File: config.mk
export PLATFORM = sky130hd
export DESIGN_NAME = uart_vfifo_dma
export DESIGN_NICKNAME = d
export VERILOG_FILES = /design/src/rtl/uart_vfifo_pkg.sv /design/src/rtl/uart_vfifo_ring_math.sv /design/src/rtl/uart_vfifo_engine.sv /design/src/rtl/uart_vfifo_regs.sv /design/src/rtl/uart_vfifo_dma.sv
export SDC_FILE = /design/constraint.sdc
export NUM_CORES = 1
export LEC_CHECK = 0
export CORE_UTILIZATION = 45
export CTS_CLUSTER_DIAMETER = 200
export DETAILED_ROUTE_END_ITERATION = 10
export GPL_TIMING_DRIVEN = 0
export PLACE_DENSITY = 0.63
export REMOVE_ABC_BUFFERS = 1
export SETUP_SLACK_MARGIN = 0.02
export SYNTH_ARGS = -nofsm -noshare
export SYNTH_HDL_FRONTEND = slang
export SYNTH_SLANG_ARGS = --single-unit
File: constraint.sdc
create_clock -name clk -period 10.4 [get_ports clk]
set_input_delay 2.08 -clock clk [delete_from_list [all_inputs] [get_ports clk]]
set_output_delay 2.08 -clock clk [all_outputs]
set_load 0.01 [all_outputs]
File: src/rtl/uart_vfifo_pkg.sv
`timescale 1ns/1ps
package uart_vfifo_pkg;
  localparam logic [7:0] OFS_FLAG  = 8'h00;
  localparam logic [7:0] OFS_INTEN = 8'h04;
  localparam logic [7:0] OFS_EN    = 8'h08;
  localparam logic [7:0] OFS_RST   = 8'h0C;
  localparam logic [7:0] OFS_STOP  = 8'h10;
  localparam logic [7:0] OFS_FLUSH = 8'h14;
  localparam logic [7:0] OFS_BASE  = 8'h1C;
  localparam logic [7:0] OFS_LEN   = 8'h24;
  localparam logic [7:0] OFS_THR   = 8'h28;
  localparam logic [7:0] OFS_WPT   = 8'h2C;
  localparam logic [7:0] OFS_RPT   = 8'h30;
  localparam logic [7:0] OFS_VALID = 8'h3C;
  localparam logic [7:0] OFS_LEFT  = 8'h40;
  localparam logic [7:0] OFS_DBG   = 8'h50;

  typedef enum logic [1:0] {
    ENG_IDLE = 2'd0,
    ENG_MEM  = 2'd1,
    ENG_SEND = 2'd2
  } eng_state_e;
endpackage

File: src/rtl/uart_vfifo_ring_math.sv
`timescale 1ns/1ps
module uart_vfifo_ring_math #(
  parameter int PW = 17
) (
  input  logic [PW-1:0] wpt_i,
  input  logic [PW-1:0] rpt_i,
  input  logic [PW-1:0] len_i,
  output logic [PW-1:0] valid_o,
  output logic [PW-1:0] left_o
);
  localparam int OFFW = PW - 1;

  logic [PW-1:0] woff, roff;
  logic          same_lap;

  always_comb begin
    woff     = {1'b0, wpt_i[OFFW-1:0]};
    roff     = {1'b0, rpt_i[OFFW-1:0]};
    same_lap = (wpt_i[PW-1] == rpt_i[PW-1]);
    valid_o  = same_lap ? (woff - roff) : (woff + len_i - roff);
    left_o   = len_i - valid_o;
  end
endmodule

File: src/rtl/uart_vfifo_engine.sv
`timescale 1ns/1ps
module uart_vfifo_engine
  import uart_vfifo_pkg::*;
#(
  parameter int AW   = 32,
  parameter int DW   = 8,
  parameter int OFFW = 16
) (
  input  logic            clk,
  input  logic            rst_n,
  input  logic            dir_tx_i,
  input  logic            go_i,
  input  logic            abort_i,
  input  logic            valid_nz_i,
  input  logic            left_nz_i,
  input  logic [AW-1:0]   base_i,
  input  logic [OFFW-1:0] hw_off_i,
  input  logic            rx_valid_i,
  input  logic [DW-1:0]   rx_data_i,
  output logic            rx_ready_o,
  output logic            tx_valid_o,
  output logic [DW-1:0]   tx_data_o,
  input  logic            tx_ready_i,
  output logic            mem_req_o,
  output logic            mem_we_o,
  output logic [AW-1:0]   mem_addr_o,
  output logic [DW-1:0]   mem_wdata_o,
  input  logic [DW-1:0]   mem_rdata_i,
  input  logic            mem_ack_i,
  output logic            adv_o,
  output eng_state_e      state_o
);
  eng_state_e  state_q, state_d;
  logic [DW-1:0] byte_q, byte_d;
  logic [AW-1:0] addr_q, addr_d;
  logic [AW-1:0] start_addr;

  assign start_addr = base_i + AW'(hw_off_i);

  always_comb begin
    state_d = state_q;
    byte_d  = byte_q;
    addr_d  = addr_q;
    adv_o   = 1'b0;
    case (state_q)
      ENG_IDLE: begin
        if (go_i) begin
          if (!dir_tx_i && rx_valid_i && left_nz_i) begin
            byte_d  = rx_data_i;
            addr_d  = start_addr;
            state_d = ENG_MEM;
          end else if (dir_tx_i && valid_nz_i) begin
            addr_d  = start_addr;
            state_d = ENG_MEM;
          end
        end
      end
      ENG_MEM: begin
        if (mem_ack_i) begin
          if (dir_tx_i) begin
            byte_d  = mem_rdata_i;
            state_d = ENG_SEND;
          end else begin
            adv_o   = 1'b1;
            state_d = ENG_IDLE;
          end
        end
      end
      ENG_SEND: begin
        if (tx_ready_i) begin
          adv_o   = 1'b1;
          state_d = ENG_IDLE;
        end
      end
      default: state_d = ENG_IDLE;
    endcase
    if (abort_i) begin
      state_d = ENG_IDLE;
      adv_o   = 1'b0;
    end
  end

  always_ff @(posedge clk or negedge rst_n) begin
    if (!rst_n) begin
      state_q <= ENG_IDLE;
      byte_q  <= '0;
      addr_q  <= '0;
    end else begin
      state_q <= state_d;
      if (byte_d != byte_q) byte_q <= byte_d;
      if (addr_d != addr_q) addr_q <= addr_d;
    end
  end

  assign rx_ready_o  = (state_q == ENG_IDLE) && go_i && !dir_tx_i && left_nz_i;
  assign mem_req_o   = (state_q == ENG_MEM);
  assign mem_we_o    = !dir_tx_i;
  assign mem_addr_o  = addr_q;
  assign mem_wdata_o = byte_q;
  assign tx_valid_o  = (state_q == ENG_SEND);
  assign tx_data_o   = byte_q;
  assign state_o     = state_q;

  // an open request keeps its address until acknowledged
  assert_mem_hold_R4: assert property (@(posedge clk) disable iff (!rst_n)
    (mem_req_o && !mem_ack_i && !abort_i) |=> (mem_req_o && $stable(mem_addr_o)));

  // a presented transmit byte stays until taken
  assert_tx_hold_R5: assert property (@(posedge clk) disable iff (!rst_n)
    (tx_valid_o && !tx_ready_i && !abort_i) |=> (tx_valid_o && $stable(tx_data_o)));
endmodule

File: src/rtl/uart_vfifo_regs.sv
`timescale 1ns/1ps
module uart_vfifo_regs
  import uart_vfifo_pkg::*;
#(
  parameter int AW  = 32,
  parameter int PW  = 17,
  parameter int RAW = 8,
  parameter int RDW = 32
) (
  input  logic           clk,
  input  logic           rst_n,
  input  logic           reg_we_i,
  input  logic [RAW-1:0] reg_addr_i,
  input  logic [RDW-1:0] reg_wdata_i,
  output logic [RDW-1:0] reg_rdata_o,
  input  logic [PW-1:0]  valid_i,
  input  logic [PW-1:0]  left_i,
  input  logic           adv_i,
  input  eng_state_e     state_i,
  output logic [PW-1:0]  wpt_o,
  output logic [PW-1:0]  rpt_o,
  output logic [PW-1:0]  len_o,
  output logic [AW-1:0]  base_o,
  output logic           dir_tx_o,
  output logic           go_o,
  output logic           warm_o,
  output logic           irq_o
);
  localparam int OFFW = PW - 1;
  localparam logic [OFFW-1:0] ONE = OFFW'(1);

  logic          en_q, en_d, dir_q, dir_d, stop_q, stop_d, flush_q, flush_d;
  logic [AW-1:0] base_q, base_d;
  logic [PW-1:0] len_q, len_d, thr_q, thr_d, wpt_q, wpt_d, rpt_q, rpt_d;
  logic [1:0]    flag_q, flag_d, inten_q, inten_d, set_vec, clr_vec;
  logic [OFFW-1:0] len_mask;
  logic          idle;

  function automatic logic [PW-1:0] ptr_step(input logic [PW-1:0] p,
                                             input logic [OFFW-1:0] m);
    logic [OFFW-1:0] n;
    n = (p[OFFW-1:0] + ONE) & m;
    return {p[PW-1] ^ (n == '0), n};
  endfunction

  function automatic logic wr(input logic we, input logic [RAW-1:0] a,
                              input logic [7:0] ofs);
    return we && (a == RAW'(ofs));
  endfunction

  assign idle     = (state_i == ENG_IDLE);
  assign len_mask = len_q[OFFW-1:0] - ONE;
  assign warm_o   = wr(reg_we_i, reg_addr_i, OFS_RST) && reg_wdata_i[0];

  always_comb begin
    en_d    = en_q;
    dir_d   = dir_q;
    stop_d  = stop_q;
    flush_d = flush_q;
    base_d  = base_q;
    len_d   = len_q;
    thr_d   = thr_q;
    wpt_d   = wpt_q;
    rpt_d   = rpt_q;
    inten_d = inten_q;
    if (wr(reg_we_i, reg_addr_i, OFS_EN))    begin en_d = reg_wdata_i[0]; dir_d = reg_wdata_i[1]; end
    if (stop_q && idle)                      en_d = 1'b0;
    if (wr(reg_we_i, reg_addr_i, OFS_STOP))  stop_d = reg_wdata_i[0];
    if (flush_q && (!dir_q || (valid_i == '0 && idle))) flush_d = 1'b0;
    if (wr(reg_we_i, reg_addr_i, OFS_FLUSH) && reg_wdata_i[0]) flush_d = 1'b1;
    if (wr(reg_we_i, reg_addr_i, OFS_BASE))  base_d  = reg_wdata_i[AW-1:0];
    if (wr(reg_we_i, reg_addr_i, OFS_LEN))   len_d   = reg_wdata_i[PW-1:0];
    if (wr(reg_we_i, reg_addr_i, OFS_THR))   thr_d   = reg_wdata_i[PW-1:0];
    if (wr(reg_we_i, reg_addr_i, OFS_INTEN)) inten_d = reg_wdata_i[1:0];
    if (!dir_q) begin
      if (adv_i) wpt_d = ptr_step(wpt_q, len_mask);
      if (wr(reg_we_i, reg_addr_i, OFS_RPT)) rpt_d = reg_wdata_i[PW-1:0];
      if (warm_o) wpt_d = '0;
    end else begin
      if (adv_i) rpt_d = ptr_step(rpt_q, len_mask);
      if (wr(reg_we_i, reg_addr_i, OFS_WPT)) wpt_d = reg_wdata_i[PW-1:0];
      if (warm_o) rpt_d = '0;
    end
    if (warm_o) begin
      en_d    = 1'b0;
      flush_d = 1'b0;
    end
    // flags: set has priority over clear
    if (!en_q)      set_vec = 2'b00;
    else if (dir_q) set_vec = {1'b0, left_i >= thr_q};
    else            set_vec = {left_i == '0, valid_i >= thr_q};
    if (!wr(reg_we_i, reg_addr_i, OFS_FLAG)) clr_vec = 2'b00;
    else if (dir_q)                          clr_vec = 2'b01;
    else                                     clr_vec = reg_wdata_i[1:0];
    flag_d = (flag_q & ~clr_vec) | set_vec;
  end

  always_ff @(posedge clk or negedge rst_n) begin
    if (!rst_n) begin
      en_q <= 1'b0; dir_q <= 1'b0; stop_q <= 1'b0; flush_q <= 1'b0;
      base_q <= '0; len_q <= '0; thr_q <= '0;
      wpt_q <= '0; rpt_q <= '0; flag_q <= '0; inten_q <= '0;
    end else begin
      en_q <= en_d; dir_q <= dir_d; stop_q <= stop_d; flush_q <= flush_d;
      base_q <= base_d; len_q <= len_d; thr_q <= thr_d;
      wpt_q <= wpt_d; rpt_q <= rpt_d; flag_q <= flag_d; inten_q <= inten_d;
    end
  end

  always_comb begin
    reg_rdata_o = '0;
    case (reg_addr_i)
      RAW'(OFS_FLAG):  reg_rdata_o = RDW'(flag_q);
      RAW'(OFS_INTEN): reg_rdata_o = RDW'(inten_q);
      RAW'(OFS_EN):    reg_rdata_o = RDW'({dir_q, en_q});
      RAW'(OFS_STOP):  reg_rdata_o = RDW'(stop_q);
      RAW'(OFS_FLUSH): reg_rdata_o = RDW'(flush_q);
      RAW'(OFS_BASE):  reg_rdata_o = RDW'(base_q);
      RAW'(OFS_LEN):   reg_rdata_o = RDW'(len_q);
      RAW'(OFS_THR):   reg_rdata_o = RDW'(thr_q);
      RAW'(OFS_WPT):   reg_rdata_o = RDW'(wpt_q);
      RAW'(OFS_RPT):   reg_rdata_o = RDW'(rpt_q);
      RAW'(OFS_VALID): reg_rdata_o = RDW'(valid_i);
      RAW'(OFS_LEFT):  reg_rdata_o = RDW'(left_i);
      RAW'(OFS_DBG):   reg_rdata_o = RDW'(state_i);
      default:         reg_rdata_o = '0;
    endcase
  end

  assign wpt_o    = wpt_q;
  assign rpt_o    = rpt_q;
  assign len_o    = len_q;
  assign base_o   = base_q;
  assign dir_tx_o = dir_q;
  assign go_o     = en_q && !stop_q;
  assign irq_o    = |(flag_q & inten_q);

  // the ring never holds more than its length
  assert_count_bound_R3: assert property (@(posedge clk) disable iff (!rst_n)
    valid_i <= len_q);

  // an idle channel with a pending stop drops its enable
  assert_stop_drops_en_R8: assert property (@(posedge clk) disable iff (!rst_n)
    (stop_q && idle && en_q) |=> !en_q);

  // flush ends only when drained, in receive, or on warm reset
  assert_flush_done_R9: assert property (@(posedge clk) disable iff (!rst_n)
    $fell(flush_q) |-> $past(warm_o || !dir_q || (valid_i == '0)));

  // in receive the write pointer moves only by an engine step or warm reset
  assert_hw_ptr_owned_R6: assert property (@(posedge clk) disable iff (!rst_n)
    (!dir_q && !adv_i && !warm_o) |=> $stable(wpt_q));
endmodule

File: src/rtl/uart_vfifo_dma.sv
`timescale 1ns/1ps
module uart_vfifo_dma
  import uart_vfifo_pkg::*;
#(
  parameter int AW  = 32,
  parameter int DW  = 8,
  parameter int PW  = 17,
  parameter int RAW = 8,
  parameter int RDW = 32
) (
  input  logic           clk,
  input  logic           rst_n,
  input  logic           reg_we,
  input  logic [RAW-1:0] reg_addr,
  input  logic [RDW-1:0] reg_wdata,
  output logic [RDW-1:0] reg_rdata,
  output logic           irq,
  input  logic           rx_valid,
  input  logic [DW-1:0]  rx_data,
  output logic           rx_ready,
  output logic           tx_valid,
  output logic [DW-1:0]  tx_data,
  input  logic           tx_ready,
  output logic           mem_req,
  output logic           mem_we,
  output logic [AW-1:0]  mem_addr,
  output logic [DW-1:0]  mem_wdata,
  input  logic [DW-1:0]  mem_rdata,
  input  logic           mem_ack
);
  localparam int OFFW = PW - 1;

  logic [PW-1:0] wpt, rpt, len, valid, left;
  logic [AW-1:0] base;
  logic          dir_tx, go, warm, adv;
  logic [OFFW-1:0] hw_off;
  eng_state_e    state;

  assign hw_off = dir_tx ? rpt[OFFW-1:0] : wpt[OFFW-1:0];

  uart_vfifo_regs #(.AW(AW), .PW(PW), .RAW(RAW), .RDW(RDW)) u_regs (
    .clk(clk), .rst_n(rst_n),
    .reg_we_i(reg_we), .reg_addr_i(reg_addr), .reg_wdata_i(reg_wdata),
    .reg_rdata_o(reg_rdata),
    .valid_i(valid), .left_i(left), .adv_i(adv), .state_i(state),
    .wpt_o(wpt), .rpt_o(rpt), .len_o(len), .base_o(base),
    .dir_tx_o(dir_tx), .go_o(go), .warm_o(warm), .irq_o(irq)
  );

  uart_vfifo_ring_math #(.PW(PW)) u_math (
    .wpt_i(wpt), .rpt_i(rpt), .len_i(len), .valid_o(valid), .left_o(left)
  );

  uart_vfifo_engine #(.AW(AW), .DW(DW), .OFFW(OFFW)) u_eng (
    .clk(clk), .rst_n(rst_n),
    .dir_tx_i(dir_tx), .go_i(go), .abort_i(warm),
    .valid_nz_i(valid != '0), .left_nz_i(left != '0),
    .base_i(base), .hw_off_i(hw_off),
    .rx_valid_i(rx_valid), .rx_data_i(rx_data), .rx_ready_o(rx_ready),
    .tx_valid_o(tx_valid), .tx_data_o(tx_data), .tx_ready_i(tx_ready),
    .mem_req_o(mem_req), .mem_we_o(mem_we), .mem_addr_o(mem_addr),
    .mem_wdata_o(mem_wdata), .mem_rdata_i(mem_rdata), .mem_ack_i(mem_ack),
    .adv_o(adv), .state_o(state)
  );
endmodule

# Word-level counts from Yosys, hierarchy flattened
# Index checks and enable logic that the tools add are counted.
totals:
  register_bits: 150
  word_cells: 141
  out_inout_bits: 85
  input_bits: 62
op_classes:
  magnitude_cmp: 2
  eq_ne: 24
  n_reduce_logical: 42
  bitwise: 8
  mux: 43
  add_sub_neg: 8
op_table:
  columns: ["cell", "n"]
  rows:
  - ["one-hot mux 32 bit (13 select lines)", 1]
  - ["2-to-1 mux 17 bit", 9]
  - ["2-to-1 mux 32 bit", 4]
  - ["== test 8 x 6 -> 1 bit (second input constant)", 5]
  - ["greater-or-equal comparator 17 bit", 2]
  - ["logical NOT 17 bit", 2]
  - ["nonzero test 17 bit", 2]
  - ["adder 16 x 1 -> 16 bit (second input constant)", 2]
  - ["adder 32 x 16 -> 32 bit", 1]
  - ["bitwise AND 16 bit", 2]
  - ["logical NOT 16 bit", 2]
  - ["2-to-1 mux 8 bit", 4]
  - ["!= test 32 bit", 1]
  - ["== test 8 x 5 -> 1 bit (second input constant)", 3]
  - ["logical AND 1 bit", 23]
  - ["2-to-1 mux 2 bit", 11]
  - ["adder 16 x 17 -> 17 bit", 1]
  - ["subtractor 16 x 16 -> 17 bit", 1]
  - ["subtractor 17 x 16 -> 17 bit", 1]
  - ["subtractor 17 bit", 1]
  - ["== test 8 x 4 -> 1 bit (second input constant)", 2]
  - ["== test 8 x 7 -> 1 bit (second input constant)", 2]
  - ["2-to-1 mux 16 bit", 1]
  - ["one-hot mux 8 bit (2 select lines)", 1]
  - ["26 further kinds", 43]

# Depth between registers and ports, before layout
logic_depth:
  ltp_word: 10
  mapped_depth: 35
  mapped_depth_nobuf: 35

# Modules after synthesis
# A second synthesis with hierarchy kept.
hier_totals:
  cells_unflattened: 1587
  area_unflattened_um2: 13481.7
modules_own_cells:
  columns: ["module", "instances", "seq_area_each_um2", "cells_each", "area_each_um2"]
  rows:
  - ["uart_vfifo_regs", 1, 2702.6, 793, 7240.7]
  - ["uart_vfifo_ring_math", 1, 0.0, 439, 3064.2]
  - ["uart_vfifo_engine", 1, 1051.0, 325, 2914.0]
  - ["uart_vfifo_dma", 1, 0.0, 30, 262.8]

# Least setup slack after synthesis
# OpenSTA, ideal clock, no wires.
synth_path:
  kind: "register to output"
  startpoint: "register u_regs.wpt_q[0], in the netlist u_regs.wpt_o[0]"
  endpoint: "output rx_ready"
  stages_incl_launch_ff: 25
  t_required_ps: 8320
  path_buffers: 0
  arrival_ps: 4971
  setup_slack_ps: 3349
  path_cell_list: "dfrtp_1 > inv_1 > ha_1 > inv_1 > ha_1 > inv_1 > fa_1 > nand2b_1 > a211o_1 > a21boi_0 > o21a_1 > nor2_1 > xnor2_1 > nand2_1 > o21ai_0 > inv_1 > ha_1 > o41a_1 > maj3_2 > a21o_1 > maj3_2 > xor2_1 > nor4_2 > nand3_1 > nor3b_1"
synth_between:
  elab_chain_len: 6
  elab_cells_between_ends: 7
  cone_classes: "4 x add/sub; 1 x mux; 2 x reduce/logical"
synth_lines:
  columns: ["element", "line_no", "rtl"]
  rows:
  - ["start: declaration", "uart_vfifo_regs.sv:34", "logic [PW-1:0] len_q, len_d, thr_q, thr_d, wpt_q, wpt_d, rpt_q, rpt_d;"]
  - ["start signal: assignment", "uart_vfifo_regs.sv:106", "wpt_q <= wpt_d; rpt_q <= rpt_d; flag_q <= flag_d; inten_q <= inten_d;"]
  - ["adder 16 x 17 -> 17 bit", "uart_vfifo_ring_math.sv:20", "valid_o = same_lap ? (woff - roff) : (woff + len_i - roff);"]
  - ["subtractor 17 x 16 -> 17 bit", "uart_vfifo_ring_math.sv:20", null]
  - ["2-to-1 mux 17 bit (*)", "uart_vfifo_ring_math.sv:20", null]
  - ["subtractor 17 bit (*)", "uart_vfifo_ring_math.sv:21", "left_o = len_i - valid_o;"]
  - ["nonzero test 17 bit (*)", "uart_vfifo_dma.sv:57", ".valid_nz_i(valid != '0), .left_nz_i(left != '0),"]
  - ["logical AND 1 bit (*)", "uart_vfifo_engine.sv:95", "assign rx_ready_o = (state_q == ENG_IDLE) && go_i && !dir_tx_i && left_nz_i;"]
  - ["end: declaration", "uart_vfifo_dma.sv:20", "output logic rx_ready,"]
# Every way passes the cells marked *; elsewhere a longest branch is shown, timed or not.

# Final worst setup path
# Same ends and word-level chain as after synthesis.

==> run_results.csv <==
group,metric,value,unit
synth,syn_avg_cell_area,8.735,um^2
timing,fin_crit_sh,89.86,%
floorplan,die_x,173.2,um
power_and_ir_drop,p_comb_share,70.1,%
synth,synth_edf_count,0,
synth,synthArstFlopShare,100.0,%
routing,vias,12130,
synth,synth_xor_area_share,6.972,%
floorplan,coreArea,0.02878,mm^2
power_and_ir_drop,power_density,314.0,mW/mm^2
routing,post-route-drc-count,0,
timing,layout_min_cycle_time,9345,ps
routing,routed_wl,45440,um
clock_tree,htree_levels,4,
synth,synth_top_family_by_area,"compound AO/OA/AOI/OAI gates",
placed_design,gp_congestion,0.9376,
timing,finalSetupTns,0,ps
timing,hold_violations,0,
timing,rsz0062_at_grt,"no",
routing,drt_iter0_drc,1330,
layout,n_antenna_cell,0,
synth,syn_area,0.01319,mm^2
power_and_ir_drop,power_frac_clock,13.0,%
global_routing,grt_pass1_wl,70730,um
timing,max_freq,0.1070,GHz
status,status,"complete, no violations",
floorplan,die_area,0.03000,mm^2
timing,max-slew-margin-rel,6.679,%
power_and_ir_drop,power.leakage,7.037,nW
routing,wl_per_cell,22.47,um
power_and_ir_drop,pwr-share-seq,16.8,%
clock_tree,cts.sinks,150,
synth,synthTopCellsByArea,"dfrtp_1 28%, ha_1 9.5%, mux2_2 5.4%",
placed_design,port_buffers,146,
routing,final_antenna_net_count,0,
setup_path,max_stage_delay,660,ps
timing,report.final.slew_viol_count,0,
floorplan,start_util,45.83,%
clock_tree,cts_tree,"yes",
timing,finalSetupViolations,0,
setup_path,worstPathRequired,8320,ps
power_and_ir_drop,p_int,0.002507,W
floorplan,ios,147,
synth,synth_simple_gate_area_share,16.06,%
clock_tree,cts_made_buffers,17,
synth,yosys_warnings,0,
routing,firstDrtPassIters,8,
setup_path,setup.worst_path.class,"flop to output pin",
setup_path,cp-end-kind,"output pin",
global_routing,antenna_found_initial,1,
placed_design,dpl.hpwl,35100,um
global_routing,grt_pass1_vias,12150,
synth,yosys.area.top_type_share,28.46,%
synth,yosysMostFrequentCell,"dfrtp_1",
timing,whs,501.3,ps
layout,final_layout_size_suffix_gt1_share,9.951,%
synth,synth_compound_area_share,19.85,%
global_routing,grt_max_degree,86,
synth,synth_cell_type_count,76,
synth,synth-seq-cells,150,
floorplan,std_cell_rows,62,
clock_tree,cts.root.buffer_cell,"clkbuf_16",
clock_tree,post_cts_buffers,0,
hold_path,hp-class,"flop to flop",
clock_tree,post_cts_resized,0,
clock_tree,clk_transition_reported_paths,60,ps
placed_design,dp.cells,1992,
synth,ys.flop_type,"dfrtp_1",
clock_tree,cts_hold_buffers,0,
clock_tree,clk-insertion-delay-late,440,ps
synth,yosys-top-cells-count,"150 x dfrtp_1, 145 x inv_1, 123 x nor2_1",
setup_path,cp_data_arrival_time,7270,ps
setup_path,critPathLaunchType,"flop",
timing,skew,10.52,ps
flow_run,cap_viol_max_count,0,
clock_tree,cts_max_path_buffers,2,
setup_path,cpMaxStageDelayCell,"dfrtp_1",
power_and_ir_drop,switching_share,49.33,%
floorplan,die_h,173.2,um
timing,worst_pin_slew,1396,ps
power_and_ir_drop,p_sw,0.002440,W
synth,synth_fa_ha_area_share,12.54,%
synth,yosysTopAreaCell,"dfrtp_1",
layout,final_cells,2022,
synth,seq_area_frac_synth,28.46,%
global_routing,grt_usage,30.64,%
layout,finish.net_count,1808,
synth,synth_cells,1510,
power_and_ir_drop,vdd_drop_max,0.1678,mV
power_and_ir_drop,power,0.004947,W
synth,synthMuxAreaShare,9.799,%
layout,syn_to_final_growth,19.46,%
routing,via_per_inst,6.001,
global_routing,grt_overflow_total,0,
setup_path,critPathMaxFanout,8,
## through the flow
stage,utilization [%],instance area (um^2),worst slack [ps]
2_1_floorplan,-,12900,3312
3_3_place_gp,51.59,14850,770.7
3_5_place_dp,52.70,15170,1727
4_1_cts,54.75,15760,1235
5_1_grt,54.75,15760,668.9
6_report,54.75,15760,1055
## worst paths after layout
kind                                     start             endpoint  slack, ps  cells after the start
hold / removal             u_eng.mem_addr_o[9]  u_eng.mem_addr_o[9]        500                      1
max in group asynchronous                rst_n     u_regs.thr_q[14]       7980                      2
setup / recovery               u_regs.wpt_o[0]             rx_ready       1050                     25
min in group asynchronous                rst_n  u_eng.mem_addr_o[1]       1580                      1
hold reg to reg            u_eng.mem_addr_o[9]  u_eng.mem_addr_o[9]        500                      1
setup reg to reg               u_regs.wpt_o[0]     u_regs.flag_q[0]       2740                     33
## power by group through the flow
| stage | Sequential (W) | Combinational, W | Clock (W) |
|---|---|---|---|
| floorplan | 0.000809 | 0.00239 | 0 |
| global placement | 0.000832 | 0.00332 | 0 |
| detailed placement | 0.000833 | 0.00339 | 0 |
| CTS | 0.000824 | 0.00341 | 0.000649 |
| global route | 0.000842 | 0.00382 | 0.000674 |
| finish | 0.000832 | 0.00347 | 0.000645 |
## placed cells by master, fill, tap and decap left out, types with 7 or more instances in the layout
master,count
a22oi_1,26
inv_1,145
dfrtp_1,149
mux2_2,63
ha_1,100
o21a_1,30
o211ai_1,7
nand4_1,20
nand2b_1,11
a21oi_1,95
nor3_1,32
clkbuf_16,17
fa_1,19
or3_1,7
a21o_1,17
a222oi_1,15
a211oi_1,12
nand3_1,48
nor2b_1,12
mux2i_1,11
and2_1,15
or4_1,9
mux2_4,30
o21ai_0,65
xnor2_1,78
nor2_1,119
a211o_1,8
a221o_1,8
o21ai_1,9
xor2_1,25
clkdlybuf4s50_1,145
nand2_1,106
o221ai_1,7
a221oi_1,19
and3_1,15
nor4_1,18
## per-layer routing
| metal | global-route usage [%] | share of wire (%) | up-vias |
|---|---|---|---|
| li1 | - | - | 5666 |
| met3 | 5.937 | 7.5 | 77 |
| met4 | 11.73 | 3.2 | 0 |
| met5 | 0 | 0 | - |
| met2 | 48.47 | 45 | 533 |
| met1 | 41.34 | 44 | 5858 |
## final cells by class
type | count | area, um^2
Inverter | 146 | 548.0
Clock buffer | 21 | 460.4
Multi-Input combinational cell | 1152 | 8666
Sequential cell | 150 | 3755
Fill cell | 2636 | 13020
Clock inverter | 9 | 128.9
Tap cell | 384 | 480.5
Timing Repair Buffer | 160 | 1718
## critical path, delay by kind of cell (launching register included)
kind | cells | cell delay (ps)
fa+ha+maj | 6 | 2160
flops | 1 | 660
compound gates | 8 | 1680
buf+inv | 4 | 860
xor+xnor | 2 | 360
simple gates | 5 | 1100
## state kept, by name, indices dropped and copies added, names as in the netlist, 2 cells and up
name,count
u_eng.mem_addr_o,32
u_regs.base_o,32
u_regs.len_o,17
u_regs.rpt_o,17
u_regs.thr_q,17
u_regs.wpt_o,17
u_eng.mem_wdata_o,8
u_eng.state_o,2
u_regs.flag_q,2
u_regs.inten_q,2
## cell families after synthesis
kind of cell	count (synthesis)
adders and majority gates	121
xor gates and xnor gates	105
and+or+nand+nor	439
AOI/OAI and AO/OA	381
DFF	150
buffers and inverters	208
muxes	106
No activity file was read; power rests on OpenSTA's default activity.
